`src/rtl/syncdec_pkg.sv`:
```
package syncdec_pkg;

  typedef enum logic [3:0] {
    K_FS, K_FE, K_LS, K_LE, K_ID, K_TRAIN, K_CRC, K_PIX, K_BAD
  } wordKind_e;

  typedef enum logic [1:0] {P_FS, P_FE, P_LS, P_LE} pendCode_e;

  typedef struct packed {
    logic wordStb;
    logic setWin;
    logic clrWin;
    logic loadId;
    logic errSet;
    logic frameAct;
    logic lineAct;
    logic black;
    logic fsPulse;
    logic fePulse;
    logic lsPulse;
    logic lePulse;
    logic idPulse;
    logic crcPulse;
    logic trainPulse;
  } ctlStrobe_t;

endpackage

```
`src/rtl/syncdec_ctrl.sv`:
```
module syncdec_ctrl
  import syncdec_pkg::*;
#(
  parameter int DATA_W = 10,
  parameter int NUM_WIN = 32,
  parameter logic [DATA_W-1:0] CODE_FS = 10'h2C0,
  parameter logic [DATA_W-1:0] CODE_FE = 10'h2C4,
  parameter logic [DATA_W-1:0] CODE_LS = 10'h2C8,
  parameter logic [DATA_W-1:0] CODE_LE = 10'h2CC,
  parameter logic [DATA_W-1:0] CODE_TRAIN = 10'h3A9,
  parameter logic [DATA_W-1:0] CODE_CRC = 10'h250,
  parameter logic [DATA_W-1:0] CODE_PIX = 10'h200,
  parameter logic [DATA_W-1:0] CODE_BLK = 10'h210
) (
  input  logic              clk,
  input  logic              rstN,
  input  logic              wordValid,
  input  logic [DATA_W-1:0] syncWord,
  input  logic              anyOpen,
  input  logic              idOpen,
  output ctlStrobe_t        stb
);

  localparam logic [DATA_W-1:0] ID_LIMIT = DATA_W'(NUM_WIN);

  logic      inLine, lineBlack, expectId;
  pendCode_e pend;
  logic      nInLine, nBlack, nExpect;
  pendCode_e nPend;
  wordKind_e kind;
  logic      idOk;

  function automatic wordKind_e classify(input logic [DATA_W-1:0] w);
    if (w == CODE_FS)         return K_FS;
    else if (w == CODE_FE)    return K_FE;
    else if (w == CODE_LS)    return K_LS;
    else if (w == CODE_LE)    return K_LE;
    else if (w == CODE_TRAIN) return K_TRAIN;
    else if (w == CODE_CRC)   return K_CRC;
    else if (w == CODE_PIX || w == CODE_BLK) return K_PIX;
    else                      return K_BAD;
  endfunction

  assign kind = expectId ? K_ID : classify(syncWord);
  assign idOk = (syncWord < ID_LIMIT);

  always_comb begin
    stb          = '0;
    nInLine      = inLine;
    nBlack       = lineBlack;
    nExpect      = expectId;
    nPend        = pend;
    stb.wordStb  = wordValid;
    stb.frameAct = anyOpen;
    stb.lineAct  = inLine;
    stb.black    = inLine & lineBlack;
    if (wordValid) begin
      unique case (kind)
        K_FS: begin
          if (inLine) stb.errSet = 1'b1;
          else begin
            stb.fsPulse  = 1'b1;
            stb.frameAct = 1'b1;
            stb.lineAct  = 1'b1;
            stb.black    = 1'b0;
            nInLine = 1'b1;
            nBlack  = 1'b0;
            nExpect = 1'b1;
            nPend   = P_FS;
          end
        end
        K_LS: begin
          if (inLine) stb.errSet = 1'b1;
          else begin
            stb.lsPulse = 1'b1;
            stb.lineAct = 1'b1;
            stb.black   = ~anyOpen;
            nInLine = 1'b1;
            nBlack  = ~anyOpen;
            nExpect = 1'b1;
            nPend   = P_LS;
          end
        end
        K_LE: begin
          if (!inLine) stb.errSet = 1'b1;
          else begin
            stb.lePulse = 1'b1;
            nExpect = 1'b1;
            nPend   = P_LE;
          end
        end
        K_FE: begin
          if (!inLine || lineBlack) stb.errSet = 1'b1;
          else begin
            stb.fePulse = 1'b1;
            nExpect = 1'b1;
            nPend   = P_FE;
          end
        end
        K_ID: begin
          stb.idPulse = 1'b1;
          nExpect = 1'b0;
          if (pend == P_FS) stb.frameAct = 1'b1;
          if (!idOk) stb.errSet = 1'b1;
          else begin
            unique case (pend)
              P_FS: begin
                if (idOpen) stb.errSet = 1'b1;
                else begin
                  stb.setWin = 1'b1;
                  stb.loadId = 1'b1;
                end
              end
              P_LS: begin
                if (!lineBlack) begin
                  if (!idOpen) stb.errSet = 1'b1;
                  else stb.loadId = 1'b1;
                end
              end
              P_FE: begin
                if (!idOpen) stb.errSet = 1'b1;
                else stb.clrWin = 1'b1;
              end
              P_LE: ;
              default: ;
            endcase
          end
          if (pend == P_LE || pend == P_FE) nInLine = 1'b0;
        end
        K_TRAIN: begin
          stb.trainPulse = 1'b1;
          stb.frameAct   = 1'b0;
          stb.lineAct    = 1'b0;
          stb.black      = 1'b0;
        end
        K_CRC: stb.crcPulse = 1'b1;
        K_PIX: ;
        K_BAD: stb.errSet = 1'b1;
        default: stb.errSet = 1'b1;
      endcase
    end
  end

  always_ff @(posedge clk or negedge rstN) begin
    if (!rstN) begin
      inLine    <= 1'b0;
      lineBlack <= 1'b0;
      expectId  <= 1'b0;
      pend      <= P_LS;
    end else begin
      inLine    <= nInLine;
      lineBlack <= nBlack;
      expectId  <= nExpect;
      pend      <= nPend;
    end
  end

  // a taken frame-close window number ends the line
  assert_fe_closes_R4: assert property (@(posedge clk) disable iff (!rstN)
    (wordValid && expectId && pend == P_FE) |=> !inLine);

  // a line opened with no frame open is black
  assert_black_open_R5: assert property (@(posedge clk) disable iff (!rstN)
    (wordValid && !expectId && kind == K_LS && !inLine && !anyOpen) |=> (inLine && lineBlack));

  // an accepted frame-open code is always followed by a window number slot
  assert_code_then_id_R3: assert property (@(posedge clk) disable iff (!rstN)
    (stb.fsPulse || stb.lsPulse) |=> expectId);

endmodule

```
`src/rtl/syncdec_dp.sv`:
```
module syncdec_dp
  import syncdec_pkg::*;
#(
  parameter int NUM_WIN = 32,
  parameter int ID_BITS = $clog2(NUM_WIN)
) (
  input  logic               clk,
  input  logic               rstN,
  input  ctlStrobe_t         stb,
  input  logic [ID_BITS-1:0] idIdx,
  output logic               anyOpen,
  output logic               idOpen,
  output logic               outValid,
  output logic               frameActive,
  output logic               lineActive,
  output logic               blackLine,
  output logic [ID_BITS-1:0] windowId,
  output logic               frameStart,
  output logic               frameEnd,
  output logic               lineStart,
  output logic               lineEnd,
  output logic               idFlag,
  output logic               crcFlag,
  output logic               trainFlag,
  output logic               protoErr
);

  logic [NUM_WIN-1:0] openMask;
  logic [NUM_WIN-1:0] winSel;

  for (genvar g = 0; g < NUM_WIN; g++) begin : gWin
    assign winSel[g] = (idIdx == ID_BITS'(g));
    always_ff @(posedge clk or negedge rstN) begin
      if (!rstN)                          openMask[g] <= 1'b0;
      else if (stb.setWin && winSel[g])   openMask[g] <= 1'b1;
      else if (stb.clrWin && winSel[g])   openMask[g] <= 1'b0;
    end
  end

  assign anyOpen = |openMask;
  assign idOpen  = |(openMask & winSel);

  always_ff @(posedge clk or negedge rstN) begin
    if (!rstN) begin
      outValid    <= 1'b0;
      frameActive <= 1'b0;
      lineActive  <= 1'b0;
      blackLine   <= 1'b0;
      windowId    <= '0;
      frameStart  <= 1'b0;
      frameEnd    <= 1'b0;
      lineStart   <= 1'b0;
      lineEnd     <= 1'b0;
      idFlag      <= 1'b0;
      crcFlag     <= 1'b0;
      trainFlag   <= 1'b0;
      protoErr    <= 1'b0;
    end else begin
      outValid   <= stb.wordStb;
      frameStart <= stb.fsPulse;
      frameEnd   <= stb.fePulse;
      lineStart  <= stb.lsPulse;
      lineEnd    <= stb.lePulse;
      idFlag     <= stb.idPulse;
      crcFlag    <= stb.crcPulse;
      trainFlag  <= stb.trainPulse;
      if (stb.wordStb) begin
        frameActive <= stb.frameAct;
        lineActive  <= stb.lineAct;
        blackLine   <= stb.black;
      end
      if (stb.loadId) windowId <= idIdx;
      if (stb.errSet) protoErr <= 1'b1;
    end
  end

  // the error flag never clears outside reset
  assert_err_sticky_R9: assert property (@(posedge clk) disable iff (!rstN)
    protoErr |=> protoErr);

  // event pulses are mutually exclusive
  assert_pulse_onehot_R2: assert property (@(posedge clk) disable iff (!rstN)
    $onehot0({frameStart, frameEnd, lineStart, lineEnd, idFlag, crcFlag, trainFlag}));

  // a training word shows idle flags
  assert_train_idle_R6: assert property (@(posedge clk) disable iff (!rstN)
    trainFlag |-> (!frameActive && !lineActive && !blackLine));

  // no word, no pulse
  assert_idle_quiet_R11: assert property (@(posedge clk) disable iff (!rstN)
    !outValid |-> !(frameStart || frameEnd || lineStart || lineEnd || idFlag || crcFlag || trainFlag));

  // the window number only moves on a window number word
  assert_id_moves_R3: assert property (@(posedge clk) disable iff (!rstN)
    !$stable(windowId) |-> idFlag);

  // black only inside a line
  assert_black_in_line_R5: assert property (@(posedge clk) disable iff (!rstN)
    blackLine |-> lineActive);

endmodule

```
`src/rtl/sync_frame_decoder.sv`:
```
module sync_frame_decoder
  import syncdec_pkg::*;
#(
  parameter int DATA_W = 10,
  parameter int NUM_WIN = 32,
  parameter int ID_BITS = $clog2(NUM_WIN),
  parameter logic [DATA_W-1:0] CODE_FS = 10'h2C0,
  parameter logic [DATA_W-1:0] CODE_FE = 10'h2C4,
  parameter logic [DATA_W-1:0] CODE_LS = 10'h2C8,
  parameter logic [DATA_W-1:0] CODE_LE = 10'h2CC,
  parameter logic [DATA_W-1:0] CODE_TRAIN = 10'h3A9,
  parameter logic [DATA_W-1:0] CODE_CRC = 10'h250,
  parameter logic [DATA_W-1:0] CODE_PIX = 10'h200,
  parameter logic [DATA_W-1:0] CODE_BLK = 10'h210
) (
  input  logic               clk,
  input  logic               rstN,
  input  logic               wordValid,
  input  logic [DATA_W-1:0]  syncWord,
  output logic               outValid,
  output logic               frameActive,
  output logic               lineActive,
  output logic               blackLine,
  output logic [ID_BITS-1:0] windowId,
  output logic               frameStart,
  output logic               frameEnd,
  output logic               lineStart,
  output logic               lineEnd,
  output logic               idFlag,
  output logic               crcFlag,
  output logic               trainFlag,
  output logic               protoErr
);

  ctlStrobe_t stb;
  logic       anyOpen, idOpen;

  syncdec_ctrl #(
    .DATA_W(DATA_W), .NUM_WIN(NUM_WIN),
    .CODE_FS(CODE_FS), .CODE_FE(CODE_FE), .CODE_LS(CODE_LS), .CODE_LE(CODE_LE),
    .CODE_TRAIN(CODE_TRAIN), .CODE_CRC(CODE_CRC), .CODE_PIX(CODE_PIX), .CODE_BLK(CODE_BLK)
  ) u_ctrl (
    .clk(clk), .rstN(rstN), .wordValid(wordValid), .syncWord(syncWord),
    .anyOpen(anyOpen), .idOpen(idOpen), .stb(stb)
  );

  syncdec_dp #(.NUM_WIN(NUM_WIN), .ID_BITS(ID_BITS)) u_dp (
    .clk(clk), .rstN(rstN), .stb(stb), .idIdx(syncWord[ID_BITS-1:0]),
    .anyOpen(anyOpen), .idOpen(idOpen),
    .outValid(outValid), .frameActive(frameActive), .lineActive(lineActive),
    .blackLine(blackLine), .windowId(windowId),
    .frameStart(frameStart), .frameEnd(frameEnd), .lineStart(lineStart), .lineEnd(lineEnd),
    .idFlag(idFlag), .crcFlag(crcFlag), .trainFlag(trainFlag), .protoErr(protoErr)
  );

endmodule

```
`config.mk`:
```
export PLATFORM = sky130hd
export DESIGN_NAME = sync_frame_decoder
export DESIGN_NICKNAME = d
export VERILOG_FILES = /design/src/rtl/syncdec_pkg.sv /design/src/rtl/syncdec_ctrl.sv /design/src/rtl/syncdec_dp.sv /design/src/rtl/sync_frame_decoder.sv
export SDC_FILE = /design/constraint.sdc
export NUM_CORES = 1
export LEC_CHECK = 0
export BUFFER_PORTS_ARGS = -buffer_cell sky130_fd_sc_hd__buf_2
export CORE_ASPECT_RATIO = 0.75
export CORE_UTILIZATION = 45
export CTS_BUF_LIST = sky130_fd_sc_hd__clkbuf_8
export CTS_CLUSTER_DIAMETER = 80
export DETAILED_ROUTE_END_ITERATION = 10
export GPL_TIMING_DRIVEN = 0
export PLACE_DENSITY_LB_ADDON = 0.05
export SYNTH_ARGS = -nofsm -noshare
export SYNTH_HDL_FRONTEND = slang
export SYNTH_HIERARCHICAL = 1
export SYNTH_SLANG_ARGS = --single-unit
```
`constraint.sdc`:
```
create_clock -name clk -period 3.75 [get_ports clk]
set_input_delay 0.9375 -clock clk [delete_from_list [all_inputs] [get_ports clk]]
set_output_delay 0.9375 -clock clk [all_outputs]
set_load 0.02 [all_outputs]
```
## Word level (Yosys, flattened, before mapping)

Cells that the tools add are included.

- Divide/modulo/power cells: 0
- Multiply operators: 0
- Bitwise logic cells: 3
- Order comparisons: 1
- Reductions and logical operators: 115
- Shifts and indexed selects: 0
- Mux-type cells: 114
- Add/subtract/negate cells: 0
- Eq/ne operators: 55

Operators with widths:

| kind | count |
|---|---|
| 2-to-1 mux 1 bit | 88 |
| equality test 10 bit (second input constant) | 8 |
| equality test 5 bit (second input constant) | 16 |
| nonzero test 2 bit | 34 |
| logical AND 1 bit | 64 |
| OR reduction 32 bit | 2 |
| equality test 5 x 4 -> 1 bit (second input constant) | 8 |
| 2-to-1 mux 4 bit | 9 |
| bitwise AND 32 bit | 1 |
| equality test 5 x 3 -> 1 bit (second input constant) | 4 |
| equality test 4 x 3 -> 1 bit (second input constant) | 4 |
| 2-to-1 mux 14 bit | 1 |
| equality test 5 x 2 -> 1 bit (second input constant) | 2 |
| less-than comparator 10 x 6 -> 1 bit (second input constant) | 1 |
| 2-to-1 mux 2 bit | 5 |
| equality test 4 x 2 -> 1 bit (second input constant) | 2 |
| != test 2 bit (second input constant) | 4 |
| case mux 2 bit (4 select lines) | 1 |
| nonzero test 4 bit | 2 |
| 2-to-1 mux 3 bit | 2 |
| case mux 1 bit (2 select lines) | 3 |
| case mux 1 bit (3 select lines) | 2 |
| case mux 2 bit (3 select lines) | 1 |
| AND reduction 6 bit | 1 |
| 19 further kinds | 23 |

- Logic and storage cells: 337
- Register bits after elaboration: 54
- Output and inout bits: 17
- ROM bits: 0
- Input bits: 13
- Latch bits: 0
- Memories: 0
- Bits in writable memories: 0

## Depth between registers and ports, before layout

Gate-level depths: netlist of the first run.

- Depth after elaboration: 17
- Gate-level depth with buffers: 12

## Hierarchy

Netlist of the first run, hierarchy kept.

By module, submodules not included:

| module | times used | seq. area each (um^2) | area each (um^2) | cells an instance |
|---|---|---|---|---|
| syncdec_dp | 1 | 1226.2 | 2247.2 | 216 |
| syncdec_ctrl | 1 | 126.4 | 769.5 | 96 |

## Least setup slack after synthesis of the first run

No wires, ideal clock.

- Path type: input -> register
- Start point: input port syncWord[1]
- End point: register u_dp.windowId[0]
- Path buffers: 1
- Setup slack: 427 ps
- Arrival: 3198 ps
- Setup time: 125 ps
- Stages: 10
- Required time: 3625 ps
- Cells stage by stage: buf_2 mux2_2 nand2_1 o21ai_0 a221oi_2 nand4_1 o21ai_0 nand3_1 nor4_1 mux2_2

RTL lines:

| what | RTL line | source |
|---|---|---|
| start, declared | sync_frame_decoder.sv:19 | `input logic [DATA_W-1:0] syncWord,` |
| end signal, assigned | syncdec_dp.sv:72 | `if (stb.loadId) windowId <= idIdx;` |
| end, declared | syncdec_dp.sv:17 | `output logic [ID_BITS-1:0] windowId,` |

==> impl_metrics.env, run 1 <==
export IMPL_outcome="complete, no violations"
export IMPL_cp_slowest_stage_delay_ps=410
export IMPL_final_setup_worst_slack_ps=184
export IMPL_cp_required_ps=3970
export IMPL_cts_buffers_inserted=5
export IMPL_fin_skew_ps=8.12
export IMPL_dieArea_sq_mm=0.00704
export IMPL_drive_gt1_share_pct=23.4
export IMPL_dp_slack_ps=-345
export IMPL_intPower_mw=0.770
export IMPL_start_util_pct=47.3
export IMPL_start_kind="primary input"
export IMPL_grt_use_total_pct=25.8
export IMPL_synth_seq_cells=54
export IMPL_synth_main_ff_cell="dfrtp_1"
export IMPL_power_switching_mw=0.270
export IMPL_pwr_share_seq_pct=56.9
export IMPL_routed_wl_mm=8.48
export IMPL_clock_path_buffers=2
export IMPL_io_buffers=29
export IMPL_combPwrFrac_pct=11.3
export IMPL_gr_total_overflow=0
export IMPL_syn_instance_count=312
export IMPL_slew_headroom_pct=58.3
export IMPL_worst_skew_pair_late_latency_ps=310
export IMPL_vdd_drop_max_v=0.000156
export IMPL_hpwl_mm=6.17
export IMPL_cp_slowest_cell="nor4_2"
export IMPL_yosysUniqueCellTypes=58
export IMPL_die_x_um=96.5
export IMPL_yosys_cell_count_top_type="o21ai_0"
export IMPL_synthTopCellsByArea="dfrtp_1 44%, o21ai_0 12%, mux2_2 4.1%"
export IMPL_drc=0
export IMPL_fin_crit_sh_pct=95.1
export IMPL_min_period_ps=3570
export IMPL_yosysSeqAreaShare_pct=44.8
export IMPL_core_area_sq_mm=0.00638
export IMPL_antenna_left=0
export IMPL_drtPass1Iterations=5
export IMPL_synthTopCellsByCount="73 x o21ai_0, 53 x dfrtp_1, 19 x nand2_1"
export IMPL_clkSinkCount=54
export IMPL_routed_via_density=6.35
export IMPL_setup_viol=0
export IMPL_path_max_fanout=10
export IMPL_total_power_mw=1.04
export IMPL_arrival_ps=3790
export IMPL_crit_type="primary input to flop"
export IMPL_fill_cells=635
export IMPL_grt_pass1_wl_mm=13.4
export IMPL_drt_initial_drc_count=326
export IMPL_ys_warn_count=6
export IMPL_fp_dieH_um=72.9
export IMPL_dp_cells=422
export IMPL_pwr_share_clk_pct=31.8
export IMPL_async_flop_share_pct=100
export IMPL_synthDominantCellAreaShare_pct=44.0
export IMPL_synth_fp_nets=325
export IMPL_routabilityCongestion=0.897
export IMPL_routedWlPerCell_um=19.7
export IMPL_fin_setup_tns_ps=0
export IMPL_tightest_slew_ps=624
export IMPL_root_buffer="clkbuf_8"
export IMPL_hold_path_class="flop to flop"
export IMPL_fin_nets=362
export IMPL_io_pins=30
export IMPL_antenna_found_initial=0
export IMPL_endpoint_kind="flop"
export IMPL_slew_violations=0
export IMPL_n_antenna_cell=0
export IMPL_vias=2736
export IMPL_timing_fmax_mhz=280
export IMPL_syn_avg_cell_area_sq_um=9.67
export IMPL_synth_edf_count=0
export IMPL_rsz0062_at_grt="false"
export IMPL_p_leak_nw=1.51
export IMPL_final_util_pct=53.2
export IMPL_p_sw_share_pct=26.0
export IMPL_area_growth_pct=12.5
export IMPL_cts_htree_levels=2
export IMPL_synth_area_sq_mm=0.00302
export IMPL_path_clk_slew_ps=100
export IMPL_powerDensity_mw_per_mm2=306
export IMPL_row_count=25
export IMPL_synth_top_area_cell="dfrtp_1"
export IMPL_final_cell_count_no_fill=431
export IMPL_crit_chain="buf_2 -> buf_2 -> buf_6 -> mux4_2 -> a221oi_2 -> nand4_1 -> nor3_1 -> nand2_1 -> nor4_2 -> nand3_1 -> o21ai_0"
export IMPL_cts_tree="yes"
export IMPL_maxCapViolCount=0
export IMPL_hold_viol_final=0
export IMPL_cpMostUsedCell="buf_2"
export IMPL_grt_max_degree=55
export IMPL_grt_pass1_vias=2415
logic make-up (layout without fill, tap and decap cells):
logic type             Yosys count  count (layout)  share of synthesized area (%)
DFF                             54              54                           44.8
muxes                           14              14                           5.56
and+or+nand+nor                105             105                           21.3
AOI/OAI and AO/OA              116             116                           24.1
buffers and inverters           23              61                           4.23
what timing repair did:
item,CTS,global route
hold buffers,0,0
setup buffers,0,0
gates resized for setup,1,2
endpoints found under the setup margin,8,31
endpoints found under the hold margin,0,0
placed cells by master (no fill, tap or decap), drive strengths merged, types with 2 or more instances in the layout:
cell type / synthesis / layout
a31oi: 5 / 5
a31o: 2 / 2
o2111ai: 4 / 4
mux2: 12 / 12
nor2b: 5 / 5
nand4: 5 / 5
inv: 7 / 8
buf: 14 / 44
clkbuf: 2 / 8
dfrtp: 53 / 53
nor3: 5 / 5
nand3b: 4 / 4
nor4b: 4 / 4
or2: 2 / 2
nor2: 11 / 11
nor4: 13 / 13
a41oi: 3 / 3
a21bo: 2 / 2
o21ai: 76 / 76
o32ai: 2 / 2
and2: 2 / 2
a21oi: 7 / 7
a21boi: 2 / 2
and4b: 2 / 2
nand2: 19 / 19
nor3b: 5 / 5
nand3: 14 / 14
and3: 7 / 7
a41o: 2 / 2
o31ai: 3 / 3
or3: 2 / 2
flip-flops by register name, indices dropped and copies added, names as in the netlist:
name,cells
u_dp/outValid,1
u_ctrl/expectId,1
u_ctrl/lineBlack,1
u_dp/lineEnd,1
u_dp/openMask,32
u_dp/idFlag,1
u_dp/protoErr,1
u_dp/lineActive,1
u_dp/lineStart,1
u_dp/frameActive,1
u_ctrl/inLine,1
u_dp/trainFlag,1
u_dp/frameStart,1
u_dp/crcFlag,1
u_dp/frameEnd,1
u_dp/blackLine,1
u_ctrl/pend,2
u_dp/windowId,5
routing by layer:
layer / global-route usage (%) / vias up / routed length (um)
met5: 0 / - / 0
met4: 4.74 / 0 / 37
met3: 4.58 / 7 / 816
met2: 30.7 / 127 / 3240
met1: 45.9 / 1326 / 4390
li1: - / 1276 / -
metrics by stage:
step	hold WS [ps]	cell area, sq um
3_3_place_gp	449	3260
2_1_floorplan	488	3020
3_5_place_dp	452	3260
6_report	476	3390
5_1_grt	496	3390
4_1_cts	483	3360
worst paths after layout:
kind | startpoint | endpoint | slack [ps] | cells past startpoint
min in group asynchronous | rstN | u_dp/openMask[0] | 550 | 1
worst max register to register | u_dp/openMask[25] | u_dp/openMask[29] | 850 | 10
worst max-delay path | syncWord[0] | u_dp/openMask[29] | 180 | 11
max in group asynchronous | rstN | u_ctrl/pend[1] | 2600 | 2
worst min-delay path | u_dp/protoErr | u_dp/protoErr | 480 | 1
worst min register to register | u_dp/protoErr | u_dp/protoErr | 480 | 1
power by group through the flow:
stage / sequential [mW] / combinational [mW] / clock [mW]
6_report: 0.592 / 0.117 / 0.331
5_1_grt: 0.593 / 0.128 / 0.371
4_1_cts: 0.592 / 0.114 / 0.345
3_5_place_dp: 0.603 / 0.113 / 0
3_3_place_gp: 0.603 / 0.112 / 0
2_1_floorplan: 0.605 / 0.0609 / 0
worst max-delay path: cells and delay by family:
family | cells | cell delay, ps
buffers and inverters | 3 | 610
multiplexers | 1 | 330
AO/OA/AOI/OAI | 2 | 520
AND/OR/NAND/NOR | 5 | 1380
final cells by class:
cell class                 count  area (sq um)  share of cell area [%]
buffer                        16           101                    2.99
clock inverter                 2          8.76                   0.258
tap                           81           101                    2.99
multi-input combinational    235          1560                    45.8
clock buffer                   6          82.6                    2.43
sequential                    54          1350                    39.9
timing repair buffer          30           165                    4.87
inverter                       7          26.3                   0.774
No activity file was read; power rests on OpenSTA's default activity.
==> inputs of run 2 (changes only) <==
--- a/config.mk
+++ b/config.mk
@@ -8,4 +8,5 @@
 export BUFFER_PORTS_ARGS = -buffer_cell sky130_fd_sc_hd__buf_2
+export CAP_MARGIN = 40
 export CORE_ASPECT_RATIO = 0.75
-export CORE_UTILIZATION = 45
+export CORE_UTILIZATION = 35
 export CTS_BUF_LIST = sky130_fd_sc_hd__clkbuf_8
--- a/constraint.sdc
+++ b/constraint.sdc
@@ -3,2 +3,2 @@
 set_output_delay 0.9375 -clock clk [all_outputs]
-set_load 0.02 [all_outputs]
+set_load 0.1 [all_outputs]
==> run 2 against run 1 <==
Compared with the run above: utilization down 10 points; design area is 2.9% higher; sequential power hardly changed; first-iteration DRC count decreased by 13%; global-route usage shrank 4.2 points; clock skew increased by 1.6 ps; power up 16%; critical endpoint is now u_dp/openMask[12].
==> impl_metrics.env, run 2 (synthesis gave the netlist of run 1 again) <==
export IMPL_outcome="complete, no violations"
export IMPL_grt_max_degree=35
export IMPL_reg_top3="u_dp/openMask: 32 flops, u_dp/windowId: 5 flops, u_ctrl/pend: 2 flops"
export IMPL_worst_skew_pair_late_latency_ps=320
export IMPL_slew_headroom_pct=58.5
export IMPL_multiInputGateArea_sq_mm=0.00156
export IMPL_drtPass1Iterations=5
export IMPL_row_count=28
export IMPL_setup_viol=0
export IMPL_arrival_ps=3650
export IMPL_hold_path_class="flop to flop"
export IMPL_fill_cells=818
export IMPL_maxCapViolCount=0
export IMPL_crit_type="primary input to flop"
export IMPL_vias=2787
export IMPL_fin_setup_tns_ps=0
export IMPL_fin_nets=363
export IMPL_tightest_slew_ps=621
export IMPL_largest_register_ffs=32
export IMPL_cts_tree="yes"
export IMPL_io_buffers=29
export IMPL_io_pins=30
export IMPL_min_period_ps=3420
export IMPL_cts_htree_levels=2
export IMPL_clock_path_buffers=2
export IMPL_cts_setup_buffers=0
export IMPL_drive_gt1_share_pct=23.9
export IMPL_met2WireLength_mm=3.36
export IMPL_grt_use_total_pct=21.6
export IMPL_routedWlPerCell_um=20.0
export IMPL_cts_resized=0
export IMPL_dieArea_sq_mm=0.00900
export IMPL_area_growth_pct=15.8
export IMPL_timing_fmax_mhz=293
export IMPL_cp_required_ps=3980
export IMPL_final_cell_mix="73 x o21ai_0, 53 x dfrtp_1, 38 x buf_2"
export IMPL_antenna_found_initial=0
export IMPL_regArea_sq_mm=0.00135
export IMPL_start_kind="primary input"
export IMPL_endpoint_kind="flop"
export IMPL_clkSinkCount=54
export IMPL_powerDensity_mw_per_mm2=347
export IMPL_hold_buffers=0
export IMPL_rsz0062_at_grt="false"
export IMPL_drc=0
export IMPL_fin_skew_ps=9.71
export IMPL_n_antenna_cell=0
export IMPL_antenna_left=0
export IMPL_rrSetupSlack_ps=970
export IMPL_gr_total_overflow=0
export IMPL_final_cell_count_no_fill=456
export IMPL_grt_pass1_vias=2551
export IMPL_core_area_sq_mm=0.00813
export IMPL_cts_buffers_inserted=5
export IMPL_met3_length_um=759
export IMPL_grt_pass1_wl_mm=14.3
export IMPL_slew_violations=0
export IMPL_vdd_drop_max_v=0.000234
export IMPL_routabilityCongestion=0.908
export IMPL_wl_met1_mm=4.90
export IMPL_die_x_um=109
export IMPL_top_layer="met4"
export IMPL_hold_viol_final=0
export IMPL_drt_initial_drc_count=283
export IMPL_routed_via_density=6.11
export IMPL_dp_cells=448
export IMPL_root_buffer="clkbuf_8"
export IMPL_fin_crit_sh_pct=91.1
export IMPL_top_register="u_dp/openMask"
export IMPL_hpwl_mm=6.65
export IMPL_path_max_fanout=10
export IMPL_routed_wl_mm=9.13
export IMPL_mostFrequentLayoutCell="o21ai_0"
export IMPL_fp_dieH_um=82.4
export IMPL_start_util_pct=37.1
export IMPL_p_leak_nw=1.53
export IMPL_path_clk_slew_ps=100
run 2: through the flow:
step	worst slack (ps)	hold WS, ps	area [sq um]	util (%)	power, mW
after CTS	3.00	479	3470	42.6	1.22
after global routing	98.0	496	3490	43.0	1.26
after floorplan	426	488	3020	-	0.680
after detailed placement	-331	451	3320	40.9	0.735
final	335	472	3490	43.0	1.21
after global placement	-371	448	3290	40.5	0.733
run 2: area by class of cell:
type                       instances  share of cell area, %
multi-input combinational        235                   44.8
sequential                        54                   38.7
timing repair buffer              31                   5.01
tap                              105                   3.76
buffer                            16                   2.90
clock buffer                       6                   2.36
clock inverter                     2                   1.72
inverter                           7                  0.752
run 2: final timing paths:
path                            depth (start not counted)         startpoint                end
worst min-delay path                                    1      u_dp/protoErr      u_dp/protoErr
worst min register to register                          1      u_dp/protoErr      u_dp/protoErr
worst max-delay path                                   11        syncWord[0]  u_dp/openMask[12]
worst max register to register                         10  u_dp/openMask[25]  u_dp/openMask[12]
max in group asynchronous                               2               rstN     u_ctrl/pend[1]
min in group asynchronous                               1               rstN    u_ctrl/expectId
run 2: metal layers:
layer	global-route usage (%)	vias up
li1	-	1264
met1	35.4	1390
met2	27.0	124
met3	4.87	9
met4	6.13	0
met5	0	-
run 2: worst max-delay path, cell delays in order:
cell and delay, ps:
buf_2 160, buf_2 270, buf_6 190, mux4_2 340, a221oi_2 240, nand4_1 290, nor3_1 250, nand2_1 110
nor4_4 290, nand3_1 320, o21ai_0 250
run 2: report_power, final:
group	leakage, nW	internal, mW	switching, mW
Combinational	0.722	0.0360	0.0972
Sequential	0.738	0.587	0.00500
Clock	0.0714	0.285	0.201
==> inputs of run 3 (changes only) <==
RECOVER_POWER = 50   (was default)
==> run 3 against run 2 <==
Compared with the run above: wire length hardly changed; the flow now finishes with violations (max-capacitance violations, max-slew violations); register-to-register slack hardly changed; critical endpoint unchanged; clock power hardly changed; clock skew is 1.5 ps lower; die area stayed put; non-clock buffer count stayed put.
==> impl_metrics.env, run 3 (synthesis gave the netlist of run 1 again) <==
export IMPL_outcome="finished with violations"
export IMPL_violations="max-capacitance violations, max-slew violations"
export IMPL_dp_slack_ps=-331
export IMPL_die_x_um=109
export IMPL_holdPathEnd="u_dp/protoErr"
export IMPL_holdPathStages=1
export IMPL_cts_tree="yes"
export IMPL_routedWlPerCell_um=20.0
export IMPL_rr_endpoint="u_dp/openMask[12]"
export IMPL_area_growth_pct=14.8
export IMPL_drt_initial_drc_count=255
export IMPL_crit_chain="buf_2 -> buf_2 -> buf_6 -> mux4_2 -> a221oi_2 -> nand4_1 -> nor3_1 -> nand2_1 -> nor4_4 -> nand3_1 -> o21ai_0"
export IMPL_start_util_pct=37.1
export IMPL_worst_skew_pair_late_latency_ps=320
export IMPL_grt_use_total_pct=21.6
export IMPL_grt_pass1_vias=2551
export IMPL_min_delay_start="u_dp/protoErr"
export IMPL_total_power_mw=1.21
export IMPL_cp_required_ps=3990
export IMPL_fp_dieH_um=82.4
export IMPL_crit_type="primary input to flop"
export IMPL_dieArea_sq_mm=0.00900
export IMPL_antenna_left=0
export IMPL_row_count=28
export IMPL_clkSinkCount=54
export IMPL_final_util_pct=42.6
export IMPL_drc=0
export IMPL_cts_htree_levels=2
export IMPL_path_clk_slew_ps=100
export IMPL_hpwl_mm=6.65
export IMPL_intPower_mw=0.905
export IMPL_final_cell_mix="73 x o21ai_0, 53 x dfrtp_1, 30 x buf_2"
export IMPL_final_setup_worst_slack_ps=347
export IMPL_largest_register_ffs=32
export IMPL_n_antenna_cell=0
export IMPL_drtPass1Iterations=5
export IMPL_p_sw_share_pct=25.1
export IMPL_setup_viol=0
export IMPL_cp_top_family="simple AND/OR/NAND/NOR gates"
export IMPL_pwr_share_clk_pct=40.3
export IMPL_cp_slowest_cell="mux4_2"
export IMPL_clock_path_buffers=2
export IMPL_core_area_sq_mm=0.00813
export IMPL_drive_gt1_share_pct=21.1
export IMPL_grt_max_degree=35
export IMPL_grt_pass1_wl_mm=14.3
export IMPL_io_buffers=29
export IMPL_timing_fmax_mhz=294
export IMPL_slew_violations=35
export IMPL_slew_headroom_pct=-22.4
export IMPL_vias=2781
export IMPL_p_leak_nw=1.49
export IMPL_gr_total_overflow=0
export IMPL_powerDensity_mw_per_mm2=349
export IMPL_power_switching_mw=0.303
export IMPL_r2r_start="u_dp/openMask[25]"
export IMPL_combPwrFrac_pct=10.8
export IMPL_cpMostUsedCell="buf_2"
export IMPL_vdd_drop_max_v=0.000234
export IMPL_hold_viol_final=0
export IMPL_path_max_fanout=10
export IMPL_hold_path_class="flop to flop"
export IMPL_routed_wl_mm=9.12
export IMPL_reg_top3="u_dp/openMask: 32 flops, u_dp/windowId: 5 flops, u_ctrl/pend: 2 flops"
export IMPL_cts_setup_buffers=0
export IMPL_routabilityCongestion=0.908
export IMPL_cp_slowest_stage_delay_ps=340
export IMPL_rsz0062_at_grt="false"
export IMPL_antenna_found_initial=0
export IMPL_cts_buffers_inserted=5
export IMPL_tightest_slew_ps=1840
export IMPL_endpoint_kind="flop"
export IMPL_routed_via_density=6.10
export IMPL_fin_crit_sh_pct=90.7
export IMPL_rrSetupSlack_ps=980
export IMPL_maxCapViolCount=1
export IMPL_min_period_ps=3400
export IMPL_top_register="u_dp/openMask"
export IMPL_reg2reg_depth=10
export IMPL_mostFrequentLayoutCell="o21ai_0"
export IMPL_start_kind="primary input"
export IMPL_root_buffer="clkbuf_8"
export IMPL_critPathBufInv=3
export IMPL_fin_nets=363
export IMPL_io_pins=30
export IMPL_fin_skew_ps=8.19
export IMPL_arrival_ps=3640
export IMPL_pwr_share_seq_pct=49.0
[run 3: changes by cell type in the layout (fill, tap and decap cells not counted), sizes merged]
cell / change
clkbuf: +10
buf: -10
[run 3: worst max-delay path by stage]
| stage | from | end | slack, ps | cells past startpoint |
|---|---|---|---|---|
| floorplan | syncWord[1] | u_dp/windowId[0] | 430 | 10 |
| global placement | syncWord[0] | u_dp/openMask[28] | -370 | 11 |
| detailed placement | syncWord[0] | u_dp/openMask[3] | -330 | 11 |
| CTS | syncWord[0] | u_dp/openMask[3] | 3 | 11 |
| global route | rstN | u_dp/openMask[26] | 90 | 2 |
| finish | syncWord[0] | u_dp/openMask[12] | 350 | 11 |
[run 3: layout make-up]
type                       count  area [sq um]
clock buffer                   6          82.6
tap                          105           131
sequential                    54          1350
timing repair buffer          31           149
multi-input combinational    235          1560
clock inverter                 2          60.1
inverter                       7          26.3
fill                         826          4660
buffer                        16          97.6
[run 3: power groups by stage]
stage                     logic (mW)  registers [mW]  clock network [mW]
after floorplan               0.0609           0.619                   0
after global placement         0.130           0.603                   0
after detailed placement       0.131           0.603                   0
after CTS                      0.132           0.592               0.501
after global routing           0.141           0.593               0.517
final                          0.130           0.592               0.487
[run 3: repair_timing]
| action | 4_1_cts | 5_1_grt |
|---|---|---|
| hold buffers | 0 | 0 |
| endpoints found under the setup margin | 0 | 32 |
| resized for setup | 0 | 4 |
[run 3: metal layers]
metal	track usage, %	part of all wire [%]	vias up
met5	0	0	-
met4	6.13	1.2	0
met3	4.87	8.3	11
met2	27.0	36	121
met1	35.4	54	1379
li1	-	-	1270
[run 3: per-stage QoR]
step,hold WS [ps],TNS (ps),std cells,cell area [sq um]
6_report,472,0,456,3460
5_1_grt,496,0,456,3460
4_1_cts,479,0,456,3470
3_3_place_gp,448,-12340,446,3290
2_1_floorplan,488,0,312,3020
3_5_place_dp,451,-9190,448,3320
